File: config.mk
export PLATFORM = sky130hd
export DESIGN_NAME = prefix_index_unit
export DESIGN_NICKNAME = d
export VERILOG_FILES = /design/src/rtl/pix_pkg.sv /design/src/rtl/pix_decode.sv /design/src/rtl/pix_addr_adj.sv /design/src/rtl/pix_index_bank.sv /design/src/rtl/prefix_index_unit.sv
export SDC_FILE = /design/constraint.sdc
export NUM_CORES = 1
export LEC_CHECK = 0
export ABC_CLOCK_PERIOD_IN_PS = 4100
export CORE_UTILIZATION = 59
export CTS_CLUSTER_SIZE = 25
export DETAILED_ROUTE_END_ITERATION = 10
export DONT_BUFFER_PORTS = 1
export PLACE_DENSITY = 0.77
export SLEW_MARGIN = 20
export SYNTH_ARGS = -nofsm -noshare
export SYNTH_HDL_FRONTEND = slang
export SYNTH_HIERARCHICAL = 1
export SYNTH_SLANG_ARGS = --single-unit
File: constraint.sdc
create_clock -name clk -period 4.1 [get_ports clk]
set_input_delay 0.615 -clock clk [delete_from_list [all_inputs] [get_ports clk]]
set_output_delay 0.615 -clock clk [all_outputs]
set_load 0.05 [all_outputs]
File: src/rtl/pix_pkg.sv
package pix_pkg;

    // Opcode bytes of the four index-load instructions
    localparam logic [7:0] OPC_LD_SRC_FIX = 8'h48;
    localparam logic [7:0] OPC_LD_SRC_MOD = 8'h4A;
    localparam logic [7:0] OPC_LD_DST_FIX = 8'h4C;
    localparam logic [7:0] OPC_LD_DST_MOD = 8'h4E;

    // Per-instruction control derived from the opcode
    typedef struct packed {
        logic add_s;   // apply pending source index to source field
        logic add_d;   // apply pending destination index to destination field
        logic ld_s;    // write source index from operand
        logic ld_d;    // write destination index from operand
        logic clr_s;   // consume source index
        logic clr_d;   // consume destination index
    } pix_ctl_t;

    localparam int NUM_LANES = 2;
    localparam int LANE_SRC  = 0;
    localparam int LANE_DST  = 1;

endpackage

File: src/rtl/pix_decode.sv
module pix_decode
    import pix_pkg::*;
#(
    parameter int OP_W = 8,
    parameter logic [OP_W-1:0] LD_SRC_FIX = OPC_LD_SRC_FIX,
    parameter logic [OP_W-1:0] LD_SRC_MOD = OPC_LD_SRC_MOD,
    parameter logic [OP_W-1:0] LD_DST_FIX = OPC_LD_DST_FIX,
    parameter logic [OP_W-1:0] LD_DST_MOD = OPC_LD_DST_MOD
) (
    input  logic [OP_W-1:0] opcode,
    output pix_ctl_t        ctl
);

    always_comb begin
        ctl = '0;
        unique case (opcode)
            LD_SRC_FIX: begin
                ctl.ld_s = 1'b1;
            end
            LD_DST_FIX: begin
                ctl.ld_d = 1'b1;
            end
            LD_SRC_MOD: begin
                ctl.add_s = 1'b1;
                ctl.clr_s = 1'b1;
                ctl.ld_s  = 1'b1;
            end
            LD_DST_MOD: begin
                ctl.add_s = 1'b1;
                ctl.clr_s = 1'b1;
                ctl.ld_d  = 1'b1;
            end
            default: begin
                ctl.add_s = 1'b1;
                ctl.add_d = 1'b1;
                ctl.clr_s = 1'b1;
                ctl.clr_d = 1'b1;
            end
        endcase
    end

endmodule

File: src/rtl/pix_addr_adj.sv
module pix_addr_adj #(
    parameter int W = 12
) (
    input  logic [W-1:0] base,
    input  logic [W-1:0] idx,
    input  logic         en,
    output logic [W-1:0] sum
);

    logic [W-1:0] addend;

    always_comb begin
        addend = en ? idx : '0;
        sum    = base + addend;   // carry out dropped: modulo 2**W
    end

endmodule

File: src/rtl/pix_index_bank.sv
module pix_index_bank
    import pix_pkg::*;
#(
    parameter int ADDR_W = 12,
    parameter int OPND_W = 16
) (
    input  logic              clk,
    input  logic              rst_n,
    input  logic              issue,
    input  pix_ctl_t          ctl,
    input  logic [OPND_W-1:0] operand,
    output logic [ADDR_W-1:0] sidx,
    output logic              sset,
    output logic [ADDR_W-1:0] didx,
    output logic              dset
);

    typedef struct packed {
        logic [ADDR_W-1:0] sidx;
        logic              sset;
        logic [ADDR_W-1:0] didx;
        logic              dset;
    } bank_t;

    bank_t bank_d, bank_q;
    logic [ADDR_W-1:0] opnd_low;

    assign opnd_low = operand[ADDR_W-1:0];

    always_comb begin
        bank_d = bank_q;
        if (issue) begin
            if (ctl.ld_s) begin
                bank_d.sidx = opnd_low;
                bank_d.sset = 1'b1;
            end else if (ctl.clr_s) begin
                bank_d.sidx = '0;
                bank_d.sset = 1'b0;
            end
            if (ctl.ld_d) begin
                bank_d.didx = opnd_low;
                bank_d.dset = 1'b1;
            end else if (ctl.clr_d) begin
                bank_d.didx = '0;
                bank_d.dset = 1'b0;
            end
        end
    end

    always_ff @(posedge clk or negedge rst_n) begin
        if (!rst_n) begin
            bank_q <= '0;
        end else begin
            bank_q <= bank_d;
        end
    end

    assign sidx = bank_q.sidx;
    assign sset = bank_q.sset;
    assign didx = bank_q.didx;
    assign dset = bank_q.dset;


    load_src_chk: assert property (@(posedge clk) disable iff (!rst_n)
        (issue && ctl.ld_s) |=> (sset && sidx == $past(operand[ADDR_W-1:0])));


    load_dst_chk: assert property (@(posedge clk) disable iff (!rst_n)
        (issue && ctl.ld_d) |=> (dset && didx == $past(operand[ADDR_W-1:0])));


    consume_chk: assert property (@(posedge clk) disable iff (!rst_n)
        (issue && ctl.clr_d && !ctl.ld_s) |=> (!sset && !dset));


    keep_dst_chk: assert property (@(posedge clk) disable iff (!rst_n)
        (issue && !ctl.ld_d && !ctl.clr_d) |=> ($stable(dset) && $stable(didx)));


    idle_hold_chk: assert property (@(posedge clk) disable iff (!rst_n)
        !issue |=> ($stable(sset) && $stable(sidx) && $stable(dset) && $stable(didx)));

endmodule

File: src/rtl/prefix_index_unit.sv
module prefix_index_unit
    import pix_pkg::*;
#(
    parameter int OP_W   = 8,
    parameter int ADDR_W = 12,
    parameter int OPND_W = 16
) (
    input  logic              clk,
    input  logic              rst_n,
    input  logic              issue_i,
    input  logic [OP_W-1:0]   opcode_i,
    input  logic [ADDR_W-1:0] src_field_i,
    input  logic [ADDR_W-1:0] dst_field_i,
    input  logic [OPND_W-1:0] operand_i,
    output logic              out_valid_o,
    output logic [OP_W-1:0]   out_opcode_o,
    output logic [ADDR_W-1:0] eff_src_o,
    output logic [ADDR_W-1:0] eff_dst_o
);

    typedef struct packed {
        logic              vld;
        logic [OP_W-1:0]   op;
        logic [ADDR_W-1:0] esrc;
        logic [ADDR_W-1:0] edst;
    } out_t;

    pix_ctl_t          ctl;
    logic [ADDR_W-1:0] sidx, didx;
    logic              sset, dset;
    logic [ADDR_W-1:0] lane_base [NUM_LANES];
    logic [ADDR_W-1:0] lane_idx  [NUM_LANES];
    logic              lane_en   [NUM_LANES];
    logic [ADDR_W-1:0] lane_sum  [NUM_LANES];
    out_t              out_d, out_q;

    pix_decode #(
        .OP_W(OP_W)
    ) u_decode (
        .opcode(opcode_i),
        .ctl   (ctl)
    );

    pix_index_bank #(
        .ADDR_W(ADDR_W),
        .OPND_W(OPND_W)
    ) u_bank (
        .clk    (clk),
        .rst_n  (rst_n),
        .issue  (issue_i),
        .ctl    (ctl),
        .operand(operand_i),
        .sidx   (sidx),
        .sset   (sset),
        .didx   (didx),
        .dset   (dset)
    );

    always_comb begin
        lane_base[LANE_SRC] = src_field_i;
        lane_idx[LANE_SRC]  = sidx;
        lane_en[LANE_SRC]   = ctl.add_s && sset;
        lane_base[LANE_DST] = dst_field_i;
        lane_idx[LANE_DST]  = didx;
        lane_en[LANE_DST]   = ctl.add_d && dset;
    end

    for (genvar g = 0; g < NUM_LANES; g++) begin : g_lane
        pix_addr_adj #(
            .W(ADDR_W)
        ) u_adj (
            .base(lane_base[g]),
            .idx (lane_idx[g]),
            .en  (lane_en[g]),
            .sum (lane_sum[g])
        );
    end

    always_comb begin
        out_d     = out_q;
        out_d.vld = issue_i;
        if (issue_i) begin
            out_d.op   = opcode_i;
            out_d.esrc = lane_sum[LANE_SRC];
            out_d.edst = lane_sum[LANE_DST];
        end
    end

    always_ff @(posedge clk or negedge rst_n) begin
        if (!rst_n) begin
            out_q <= '0;
        end else begin
            out_q <= out_d;
        end
    end

    assign out_valid_o  = out_q.vld;
    assign out_opcode_o = out_q.op;
    assign eff_src_o    = out_q.esrc;
    assign eff_dst_o    = out_q.edst;


    valid_follow_chk: assert property (@(posedge clk) disable iff (!rst_n)
        issue_i |=> out_valid_o);


    valid_idle_chk: assert property (@(posedge clk) disable iff (!rst_n)
        !issue_i |=> !out_valid_o);


    opcode_pass_chk: assert property (@(posedge clk) disable iff (!rst_n)
        issue_i |=> (out_opcode_o == $past(opcode_i)));


    fixed_load_chk: assert property (@(posedge clk) disable iff (!rst_n)
        (issue_i && (ctl.ld_s || ctl.ld_d) && !ctl.add_s)
        |=> (eff_src_o == $past(src_field_i) && eff_dst_o == $past(dst_field_i)));


    mod_load_dst_chk: assert property (@(posedge clk) disable iff (!rst_n)
        (issue_i && ctl.add_s && !ctl.add_d) |=> (eff_dst_o == $past(dst_field_i)));


    no_pending_chk: assert property (@(posedge clk) disable iff (!rst_n)
        (issue_i && !sset && !dset && ctl.add_d)
        |=> (eff_src_o == $past(src_field_i) && eff_dst_o == $past(dst_field_i)));

endmodule

==> metrics.md <==
| Metric | Value |
|---|---|
| Synth Net Count | 360 |
| Top achievable clock speed | 0.271 GHz |
| Worst path required time | 4320 ps |
| CP Max Fanout | 12 |
| Gr usage total | 22.3% |
| Post-Synthesis Cell Area | 3590 um2 |
| Clock buffer depth | 2 |
| DR WL/cell | 18.9 um |
| Num CTS Buffers | 9 |
| EDFF count, synth | 0 |
| Core area | 5890 um2 |
| Final setup violation count | 0 |
| Critical Path Sink Type | flop |
| Grt total ovfl | 0 |
| Leak pwr | 0.00179 uW |
| Max cap viols | 0 |
| Top post-synthesis cells by area | dfrtp_1 (41%), mux2_4 (13%), ha_1 (7.7%), and2_1 (5.1%), xnor2_1 (3.9%) |
| CTS clk-pin slew, worst paths | 70 ps |
| Placement Rows | 28 |
| Yosys top cell by area | dfrtp_1 |
| Worst vdd ir | 255 uV |
| Sink Count | 59 |
| Hold Path Class | in -> async |
| DR DRC count | 0 |
| Layout cells sized above 1 | 25.8% |
| Ant diodes | 0 |
| Nets | 357 |
| Outcome | finished clean |
| Mean Syn Cell Area | 12.6 um2 |
| Crit path launch type | primary input |
| Final wirelength | 6820 um |
| Worst-skew pair later-pin latency | 340 ps |
| Final period util | 89.9% |
| Final Cell Area | 3780 um2 |
| Clk_skew | 8.44 ps |
| Post-CTS setup buffers | 0 |
| Clock root buffer | clkbuf_8 |
| CTS tree | yes |
| Unrepaired setup endpoints after global routing | no |
| Final worst slack | 415 ps |
| Initial DRC count | 131 |
| Critical Path AT | 3900 ps |
| Yosys reg bits | 59 |
| Global-route wire length before repair | 10600 um |
| Number of synthesis warnings | 6 |
| Height of the die | 80.0 um |
| Pre-CTS setup slack | 69.5 ps |
| Ys flop type | dfrtp_1 |
| Ys async rst share | 100% |
| Worst hold slack | 131 ps |
| Post-synth top area share | 41.1% |
| Cell variety after synth | 40 |
| Dpl hpwl | 4830 um |
| Min Tclk post-route | 3690 ps |
| Pwr/cell area | 384 nW/um2 |
| Cells after Synth | 285 |
| Via count of the first global-routing pass | 2180 |
| Total power | 1450 uW |
| Max transition margin | 65.8% |
| Vias per inst | 6.23 |
| Final hold violation count | 0 |
| CTS resizes | 0 |
| DIE WIDTH | 80.0 um |
| Fin Setup TNS | 0 ps |
| Kind of critical path | in -> reg |
| Die Area | 6400 um2 |
| Hold Buf Count CTS | 1 |
| Initial antenna violation count | 0 |
| DP Area | 3530 um2 |
| Register area share after synthesis | 41.1% |
| GP Congestion | 0.806 |
| Clock H-tree levels | 3 |
| Pin count of the biggest net entering global routing | 60 |
| Max-slew violation count | 0 |
| Io pins | 84 |
| DR vias | 2257 |
| Routed Antenna Nets | 0 |
| Initial Utilization | 61.0% |
| Area grow syn2layout | 5.12% |
| Worst Tran Pin Value | 513 ps |
| Pre-antenna DRT Iters | 4 |
| IO Port Bufs | 0 |
-- worst max-delay path, cell delays in order --
cell       delay (ps)
nor4_2            390
nand3_1           190
and2_1            300
and2_1            190
ha_1              210
fa_1              430
a211oi_1          360
o21bai_1          150
a2111oi_0         510
nor3_1            130
xor2_1            160
mux2_4            260
-- synthesized netlist by cell type, drive strengths merged, types with 8 or more instances --
| master | count |
|---|---|
| and2 | 30 |
| xnor2 | 16 |
| dfrtp | 59 |
| a21oi | 18 |
| a21o | 8 |
| mux2 | 32 |
| ha | 22 |
| buf | 11 |
| a22o | 18 |
-- layout by cell type, fill, tap and decap left out, drive strengths merged, types with 6 or more instances in the layout --
cell type  instances
dfrtp             59
mux2              32
and2              30
ha                22
a21oi             18
a22o              18
xnor2             16
clkbuf             9
a21o               8
nand2              6
nand4              6
xor2               6
a32o               6
o21ai              6
-- report_power, final --
group	total [uW]	switching (uW)	internal, uW	leakage, uW
clock network	582	242	340	0.000101
registers	753	140	613	0.000749
logic	114	45.5	68.5	0.000942
total	1450	427	1020	0.00179
-- layer usage --
metal	up-vias	GRT usage [%]	share of wire, %
li1	1053	-	-
met1	1129	29.2	46
met2	67	34.0	48
met3	8	6.63	5.2
met4	0	10.0	1.3
met5	-	0	0
-- logic make-up (layout without fill, tap and decap cells) --
group                    Yosys count  count (layout)  synth area share [%]
AO/OA/AOI/OAI                     70              70                  16.5
XOR/XNOR                          22              22                  5.36
adder cells (fa/ha/maj)           24              24                  8.78
buffers and inverters             15              17                  4.28
flip-flops                        59              59                  41.1
multiplexers                      32              32                  13.2
AND/OR/NAND/NOR                   63              63                  10.8
-- sequential cells by signal, indices dropped and copies added (netlist names) --
register and cells:
out_opcode_o 8, eff_dst_o 12, eff_src_o 12, u_bank/sidx 12
out_valid_o 1, u_bank/sset 1, u_bank/didx 12, u_bank/dset 1
-- per-stage QoR --
step           util [%]  std cells
2_1_floorplan         -        285
3_5_place_dp       60.0        345
3_3_place_gp       60.0        345
5_1_grt            64.2        362
6_report           64.2        362
4_1_cts            64.2        362
-- worst paths after layout --
path | from | endpoint | slack, ps | cells past startpoint
worst max-delay path | opcode_i[0] | eff_dst_o[8] | 410 | 12
worst min-delay path | rst_n | eff_dst_o[3] | 130 | 1
worst max register to register | u_bank/dset | eff_dst_o[8] | 960 | 10
worst min register to register | u_bank/sset | u_bank/sset | 480 | 1
max in group asynchronous | rst_n | out_opcode_o[3] | 3700 | 1
min in group clk | issue_i | out_valid_o | 310 | 0
-- layout make-up --
| class | instances | area (um2) |
|---|---|---|
| Sequential cell | 59 | 1480 |
| Multi-Input combinational cell | 211 | 1960 |
| Fill cell | 469 | 2110 |
| Tap cell | 75 | 93.8 |
| Clock inverter | 7 | 92.6 |
| Clock buffer | 9 | 124 |
| Timing Repair Buffer | 1 | 27.5 |
(Power assumes the default switching activity.)
